==> src/rtl/misc_alias_pkg.sv <==
package misc_alias_pkg;
  typedef struct packed {
    logic wrDirect;
    logic wrAnd;
    logic wrOr;
    logic wrClear;
    logic rdBase;
    logic respond;
    logic err;
  } strobe_t;
endpackage

==> src/rtl/misc_alias_ctrl.sv <==
module misc_alias_ctrl
  import misc_alias_pkg::*;
#(
  parameter int ADDR_W        = 32,
  parameter int ACCESS_BYTES  = 8,
  parameter bit CLEAR_VARIANT = 1'b0,
  parameter int BASE_AND      = 'h4020,
  parameter int BASE_CLR      = 'h6080
) (
  input  logic              clk,
  input  logic              rstN,
  input  logic              accept,
  input  logic              reqWrite,
  input  logic [ADDR_W-1:0] reqAddr,
  input  logic [3:0]        reqSize,
  output strobe_t           stb
);
  localparam int OFF_W = ADDR_W - 3;
  localparam logic [OFF_W-1:0] BASE_OFF =
    OFF_W'(CLEAR_VARIANT ? BASE_CLR : BASE_AND);

  logic [OFF_W-1:0] wordOff;
  logic hitBase, hitAlt, hitOr, sizeOk, good, doWrite;
  logic altIsAnd, altIsClr;

  generate
    if (CLEAR_VARIANT) begin : gClearAlias
      assign altIsAnd = 1'b0;
      assign altIsClr = 1'b1;
    end else begin : gAndAlias
      assign altIsAnd = 1'b1;
      assign altIsClr = 1'b0;
    end
  endgenerate

  always_comb begin
    wordOff = reqAddr[ADDR_W-1:3];
    hitBase = (wordOff == BASE_OFF);
    hitAlt  = (wordOff == BASE_OFF + OFF_W'(1));
    hitOr   = (wordOff == BASE_OFF + OFF_W'(2));
    sizeOk  = (reqSize == 4'(ACCESS_BYTES));
    good    = accept && sizeOk && (hitBase || hitAlt || hitOr);
    doWrite = good && reqWrite;
    stb.respond  = accept;
    stb.err      = accept && !good;
    stb.wrDirect = doWrite && hitBase;
    stb.wrAnd    = doWrite && hitAlt && altIsAnd;
    stb.wrClear  = doWrite && hitAlt && altIsClr;
    stb.wrOr     = doWrite && hitOr;
    stb.rdBase   = good && !reqWrite && hitBase;
  end

  // at most one action per request, error excludes all updates
  a_r8_one_action: assert property (@(posedge clk) disable iff (!rstN)
    $onehot0({stb.wrDirect, stb.wrAnd, stb.wrOr, stb.wrClear, stb.rdBase, stb.err}));
  // a wrong size never yields an update
  a_r9_size_blocks: assert property (@(posedge clk) disable iff (!rstN)
    (accept && reqSize != 4'(ACCESS_BYTES)) |-> stb.err);
endmodule

==> src/rtl/misc_alias_dp.sv <==
module misc_alias_dp
  import misc_alias_pkg::*;
#(
  parameter int DATA_W = 64,
  parameter int KEEP_W = 16
) (
  input  logic              clk,
  input  logic              rstN,
  input  strobe_t           stb,
  input  logic [DATA_W-1:0] wdata,
  output logic [DATA_W-1:0] rdata,
  output logic              rspValid,
  output logic              rspErr,
  output logic              irqOut
);
  localparam int LOW_W = DATA_W - KEEP_W;

  logic [KEEP_W-1:0] keepReg, nextKeep, wHi;
  logic irqQ;

  always_comb begin
    wHi = wdata[DATA_W-1 -: KEEP_W];
    nextKeep = keepReg;
    if (stb.wrDirect) nextKeep = wHi;
    if (stb.wrAnd)    nextKeep = keepReg & wHi;
    if (stb.wrOr)     nextKeep = keepReg | wHi;
    if (stb.wrClear)  nextKeep = '0;
  end

  always_ff @(posedge clk) begin
    if (!rstN) begin
      keepReg  <= '0;
      irqQ     <= 1'b0;
      rspValid <= 1'b0;
      rspErr   <= 1'b0;
      rdata    <= '0;
    end else begin
      keepReg  <= nextKeep;
      irqQ     <= nextKeep[KEEP_W-1];
      rspValid <= stb.respond;
      rspErr   <= stb.err;
      rdata    <= stb.rdBase ? {keepReg, {LOW_W{1'b0}}} : '0;
    end
  end

  assign irqOut = irqQ;

  // interrupt flop tracks the top stored bit
  a_r6_irq_top_bit: assert property (@(posedge clk) disable iff (!rstN)
    irqOut == keepReg[KEEP_W-1]);

  a_r2_direct: assert property (@(posedge clk) disable iff (!rstN)
    stb.wrDirect |=> keepReg == $past(wdata[DATA_W-1 -: KEEP_W]));

  a_r3_and: assert property (@(posedge clk) disable iff (!rstN)
    stb.wrAnd |=> keepReg == ($past(keepReg) & $past(wdata[DATA_W-1 -: KEEP_W])));

  a_r4_or: assert property (@(posedge clk) disable iff (!rstN)
    stb.wrOr |=> keepReg == ($past(keepReg) | $past(wdata[DATA_W-1 -: KEEP_W])));

  a_r5_clear: assert property (@(posedge clk) disable iff (!rstN)
    stb.wrClear |=> (keepReg == '0 && !irqOut));
  // an erroring request keeps the word
  a_r8_err_holds: assert property (@(posedge clk) disable iff (!rstN)
    stb.err |=> ($stable(keepReg) && rspErr && rdata == '0));

  a_r7_read_old: assert property (@(posedge clk) disable iff (!rstN)
    stb.rdBase |=> rdata == {$past(keepReg), {LOW_W{1'b0}}});
endmodule

==> src/rtl/misc_alias_reg.sv <==
module misc_alias_reg
  import misc_alias_pkg::*;
#(
  parameter int ADDR_W        = 32,
  parameter int DATA_W        = 64,
  parameter int KEEP_W        = 16,
  parameter bit CLEAR_VARIANT = 1'b0
) (
  input  logic              clk,
  input  logic              rstN,
  input  logic              reqValid,
  output logic              reqReady,
  input  logic              reqWrite,
  input  logic [ADDR_W-1:0] reqAddr,
  input  logic [3:0]        reqSize,
  input  logic [DATA_W-1:0] reqWdata,
  output logic              rspValid,
  output logic [DATA_W-1:0] rspRdata,
  output logic              rspErr,
  output logic              irqOut
);
  strobe_t stb;
  logic accept;

  assign reqReady = 1'b1;
  assign accept   = reqValid && reqReady;

  misc_alias_ctrl #(
    .ADDR_W(ADDR_W), .ACCESS_BYTES(DATA_W / 8), .CLEAR_VARIANT(CLEAR_VARIANT)
  ) uCtrl (
    .clk(clk), .rstN(rstN), .accept(accept), .reqWrite(reqWrite),
    .reqAddr(reqAddr), .reqSize(reqSize), .stb(stb)
  );

  misc_alias_dp #(.DATA_W(DATA_W), .KEEP_W(KEEP_W)) uDp (
    .clk(clk), .rstN(rstN), .stb(stb), .wdata(reqWdata), .rdata(rspRdata),
    .rspValid(rspValid), .rspErr(rspErr), .irqOut(irqOut)
  );

  // every accepted request is answered in the next cycle
  a_r7_response: assert property (@(posedge clk) disable iff (!rstN)
    accept |=> rspValid);
  // no response without a request
  a_r7_no_spurious: assert property (@(posedge clk) disable iff (!rstN)
    !accept |=> !rspValid);
endmodule

==> config.mk <==
export PLATFORM = sky130hd
export DESIGN_NAME = misc_alias_reg
export DESIGN_NICKNAME = d
export VERILOG_FILES = /design/src/rtl/misc_alias_pkg.sv /design/src/rtl/misc_alias_ctrl.sv /design/src/rtl/misc_alias_dp.sv /design/src/rtl/misc_alias_reg.sv
export SDC_FILE = /design/constraint.sdc
export NUM_CORES = 1
export LEC_CHECK = 0
export BUFFER_PORTS_ARGS = -buffer_cell sky130_fd_sc_hd__buf_4
export CAP_MARGIN = 40
export CORE_ASPECT_RATIO = 0.6
export CORE_MARGIN = 4
export CORE_UTILIZATION = 32
export DETAILED_ROUTE_END_ITERATION = 10
export GPL_TIMING_DRIVEN = 0
export PLACE_DENSITY_LB_ADDON = 0.08
export SYNTH_ARGS = -nofsm -noshare
export SYNTH_HDL_FRONTEND = slang
export SYNTH_SLANG_ARGS = --single-unit
==> constraint.sdc <==
create_clock -name clk -period 2.1 [get_ports clk]
set_clock_uncertainty 0.15 [all_clocks]
set_input_delay 0.21 -clock clk [delete_from_list [all_inputs] [get_ports clk]]
set_output_delay 0.21 -clock clk [all_outputs]
set_load 0.03 [all_outputs]
# Word level (Yosys, flattened, before mapping)
# Index checks and enable logic that the tools add are counted.
word_totals:
  register_bits: 82
  in_bits: 104
  word_cells: 30
op_classes:
  eq_ne: 4
  n_mux: 3
  bitwise_logic: 2
  n_reduce_logical: 15
ops:
  columns: ["cell", "count"]
  rows:
  - ["$eq A29 B15 Y1 const B", 3]
  - ["$mux W16", 3]
  - ["$and A16 B16 Y16", 1]
  - ["$or A16 B16 Y16", 1]
  - ["$logic_and A1 B1 Y1", 9]
  - ["$eq A4 B4 Y1 const B", 1]
  - ["$reduce_bool A3 Y1", 1]
  - ["$logic_not A1 Y1", 2]
  - ["$logic_or A1 B1 Y1", 2]
  - ["$reduce_and A2 Y1", 1]

# Logic depth before layout (Yosys ltp)
logic_depth:
  depth_word: 9
  depth_mapped: 6
  depth_no_buf: 4

# By module
# Synthesis repeated with hierarchy kept, for this count alone.
unflattened:
  cells_unflattened: 199
  area_unflattened_um2: 1889.3
modules_own_cells:
  columns: ["mod", "n_inst", "cells_per_inst", "area_each_um2", "seq_area_each_um2"]
  rows:
  - ["misc_alias_dp", 1, 174, 1675.4, 680.7]
  - ["misc_alias_ctrl", 1, 23, 202.7, 0.0]
  - ["misc_alias_reg", 1, 2, 11.3, 0.0]

# Worst setup path before layout
# Ideal clock, no wire load.
synth_timing:
  path_kind: "input -> register"
  start: "in reqAddr[22]"
  end: "reg uDp.irqQ (netlist: uDp.irqOut)"
  setup_time_ns: 0.117
  t_arrival_ns: 1.793
  required_ns: 1.833
  slack_ns: 0.040
  cell_stages: 5
  cell_sequence: "or4b_1 > nor4_4 > nand4b_2 > buf_2 > a2bb2oi_1"
synth_between:
  elab_chain_cells: 8
  word_cells_on_any_way: 13
  cone_classes: "eq/ne (3); mux (2); reduce/logical (8)"
synth_rtl:
  columns: ["element", "line", "text"]
  rows:
  - ["from (decl)", "misc_alias_reg.sv:14", "input logic [ADDR_W-1:0] reqAddr,"]
  - ["$eq A29 B15 Y1 (on tied branches)", "misc_alias_ctrl.sv:38, misc_alias_ctrl.sv:39", null]
  - ["$logic_or A1 B1 Y1 (2 in a row)", "misc_alias_ctrl.sv:42", "good = accept && sizeOk && (hitBase || hitAlt || hitOr);"]
  - ["$logic_and A1 B1 Y1", "misc_alias_ctrl.sv:42", null]
  - ["$logic_and A1 B1 Y1", "misc_alias_ctrl.sv:43", "doWrite = good && reqWrite;"]
  - ["$logic_and A1 B1 Y1", "misc_alias_ctrl.sv:47", "stb.wrAnd = doWrite && hitAlt && altIsAnd;"]
  - ["$mux W16", "misc_alias_dp.sv:25", "if (stb.wrAnd) nextKeep = keepReg & wHi;"]
  - ["$mux W16", "misc_alias_dp.sv:26", "if (stb.wrOr) nextKeep = keepReg | wHi;"]
  - ["to (signal assigned)", "misc_alias_dp.sv:39", "irqQ <= nextKeep[KEEP_W-1];"]
  - ["to (decl)", "misc_alias_dp.sv:19", "logic irqQ;"]
# Parallel ways exist; a longest one is shown, timed or not.
# A chain may end at the register's enable or synchronous reset.

# Final worst setup path
layout_timing:
  start: "in reqValid"
  end: "reg uDp.keepReg[11]"
layout_between:
  elab_chain_cells: 6
  word_cells_on_any_way: 9
  cone_classes: "mux (2); reduce/logical (7)"
layout_rtl:
  columns: ["element", "line", "text"]
  rows:
  - ["from (decl)", "misc_alias_reg.sv:11", "input logic reqValid,"]
  - ["$logic_and A1 B1 Y1 * (2 in a row)", "misc_alias_ctrl.sv:42", null]
  - ["$logic_and A1 B1 Y1 *", "misc_alias_ctrl.sv:43", null]
  - ["$logic_and A1 B1 Y1", "misc_alias_ctrl.sv:47", null]
  - ["$mux W16", "misc_alias_dp.sv:25", null]
  - ["$mux W16", "misc_alias_dp.sv:26", null]
  - ["to (signal assigned)", "misc_alias_dp.sv:38", "keepReg <= nextKeep;"]
  - ["to (decl)", "misc_alias_dp.sv:18", "logic [KEEP_W-1:0] keepReg, nextKeep, wHi;"]
# Mark *: on every way between the ends. The rest lies on a longest branch, timed or not.

==> impl_metrics.env <==
export IMPL_drt_iter0_drc=23
export IMPL_drc_errors=0
export IMPL_endpoint_kind="register"
export IMPL_drv_slew=0
export IMPL_synthCells=176
export IMPL_fin_crit_sh=0.944
export IMPL_coreArea_mm2=0.00475
export IMPL_drv_cap=0
export IMPL_layout_drive_gt1_share=0.446
export IMPL_avgSynthCellArea_um2=9.33
export IMPL_insertedDiodeCount=0
export IMPL_ant_nets=0
export IMPL_clock_path_buffers=2
export IMPL_antenna_found_initial=0
export IMPL_hold_violations=0
export IMPL_cts_buffers=5
export IMPL_yosys_register_bits=34
export IMPL_dieArea_mm2=0.00638
export IMPL_finalSetupViolations=0
export IMPL_tns_ns=0
export IMPL_cts_num_sinks=34
export IMPL_ys_seq_area_frac=0.414
export IMPL_port_buffers=70
export IMPL_cp_start_kind="input port"
export IMPL_clk_latency_ns=0.29
export IMPL_syn_area_mm2=0.00164
export IMPL_startpoint="reqValid"
export IMPL_area_growth_pct=57.2
export IMPL_grt_overflow=0
export IMPL_period_needed_ns=1.98
export IMPL_r2r_start="uDp.keepReg[11]"
export IMPL_grt_max_degree=13
export IMPL_initial_core_util=0.346
export IMPL_required_ns=2.13
export IMPL_crit_fanout=10
export IMPL_first_pass_iters=4
export IMPL_leakagePower_nw=1.35
export IMPL_h_tree_depth=2
export IMPL_ys_types=23
export IMPL_status="complete, no violations"
export IMPL_first_global_vias=1450
export IMPL_ir_drop_mv=0.289
export IMPL_place_hpwl_um=3420
export IMPL_routed_wl_um=4280
export IMPL_hp_class="in2reg"
export IMPL_max_freq_ghz=0.504
export IMPL_place_congestion=0.655
export IMPL_path_clk_slew_ns=0.07
export IMPL_nets=406
export IMPL_row_count=19
export IMPL_p_per_area_mw_per_mm2=651
export IMPL_vias=1453
export IMPL_path_class="in2reg"
export IMPL_final_util=0.543
export IMPL_yosysWarnings=0
export IMPL_crit_end="uDp.keepReg[11]"
export IMPL_hold_path_cell_count=2
export IMPL_cts_tree="built"
export IMPL_clockRootBuffer="clkbuf_8"
export IMPL_track_usage=0.132
export IMPL_grt_pass1_wl_um=6510
export IMPL_routedWlPerCell_um=11.7
export IMPL_worstReg2RegEnd="uDp.keepReg[11]"
export IMPL_cp_arrival_ns=2.01
export IMPL_io_pins=172
export IMPL_viasPerCell=3.97
export IMPL_die_w_um=101
export IMPL_die_height_um=63.5
export IMPL_r2r_setup_slack_ns=1.31
export IMPL_rsz0062_at_grt="true"
export IMPL_reg2reg_depth=2
==> layout by cell type, fill, tap and decap left out, types with 2 or more instances in the layout <==
cell,instances
a2bb2oi_1,16
and2_1,16
buf_2,3
buf_4,121
bufinv_16,2
clkbuf_1,4
clkbuf_8,5
conb_1,49
dfxtp_1,34
nand2_1,18
nand4_1,16
nor4_1,4
==> logic make-up (layout without fill, tap and decap cells) <==
kind of cell	after synthesis	after routing	synth area share
AOI/OAI and AO/OA	17	17	0.0891
buffers and inverters	59	139	0.249
DFF	34	34	0.414
other	2	49	0.00457
and+or+nand+nor	64	64	0.243
==> report_power, final <==
group / internal, mW / switching (mW)
combinational: 0.138 / 0.165
sequential: 0.646 / 0.000468
clock: 0.476 / 0.256
total: 1.26 / 0.422
==> synthesized netlist by cell type <==
cell,instances,share of area
a2bb2oi_1,16,0.085
buf_1,1,0.0023
nor4b_1,1,0.0053
and3_1,1,0.0038
buf_2,3,0.0091
and2_1,16,0.061
nand4b_2,1,0.0091
dfxtp_1,34,0.41
or4b_1,1,0.0061
nand4b_1,1,0.0053
a31oi_1,1,0.0038
or4_4,1,0.0069
nand4_1,16,0.061
nor4_4,1,0.013
nor4_1,4,0.015
clkbuf_1,5,0.011
and4_1,1,0.0053
inv_1,1,0.0023
nand2_1,18,0.041
or4_1,1,0.0046
conb_1,2,0.0046
and3b_1,1,0.0053
buf_4,49,0.22
==> repair_timing <==
action	CTS	global route
resized for setup	0	0
pin swaps	1	0
buffers inserted	2	0
hold buffers	1	0
endpoints found under the hold margin	1	0
setup endpoints to repair	20	3
==> how the worst min path moves through the flow <==
stage	start	to	slack [ns]
2_1_floorplan	reqValid	uDp.rspValid	0.17
3_3_place_gp	reqValid	uDp.rspValid	0.28
3_5_place_dp	reqValid	uDp.rspValid	0.28
4_1_cts	reqWdata[57]	uDp.keepReg[9]	0.02
5_1_grt	reqWdata[52]	uDp.keepReg[4]	0.02
6_report	reqWdata[57]	uDp.keepReg[9]	0.02
==> through the flow <==
step / setup slack, ns / hold slack, ns / power, mW / std cells / area (um^2)
finish: 0.117 / 0.0219 / 1.68 / 366 / 2580
global route: -0.00342 / 0.0186 / 1.74 / 366 / 2580
CTS: 0.112 / 0.0179 / 1.69 / 367 / 2590
detailed placement: -0.439 / 0.276 / 0.959 / 356 / 2420
global placement: -0.436 / 0.275 / 0.958 / 356 / 2420
floorplan: 0.0400 / 0.171 / 0.873 / 223 / 1820
==> sequential cells by signal, indices dropped and copies added (netlist names) <==
name,count
uDp.rdata,16
uDp.keepReg,15
uDp.irqOut,1
uDp.rspErr,1
uDp.rspValid,1
==> metal layers <==
layer	track usage	vias up	wire (um)
met5	0	-	0
met3	0.0750	7	571
met4	0.0454	0	57
li1	-	766	-
met1	0.157	607	1820
met2	0.200	73	1840
==> area by class of cell <==
cell class              count  area, um^2
flip-flops and latches     34         681
inverters                   1        3.75
plain buffers              57         402
multi-input cells         130         729
fillers                   466        2170
repair buffers             73         551
clock buffers               5        68.8
well taps                  63        78.8
clock inverters             3        68.8
==> critical path, stage by stage <==
cell           delay [ns]
dlygate4sd3_1        0.52
buf_4                0.11
nand4b_1             0.14
nor4_4               0.33
nand4b_2             0.27
buf_2                0.28
a2bb2oi_1            0.15
Note: power is estimated with default switching activity, not from simulation.
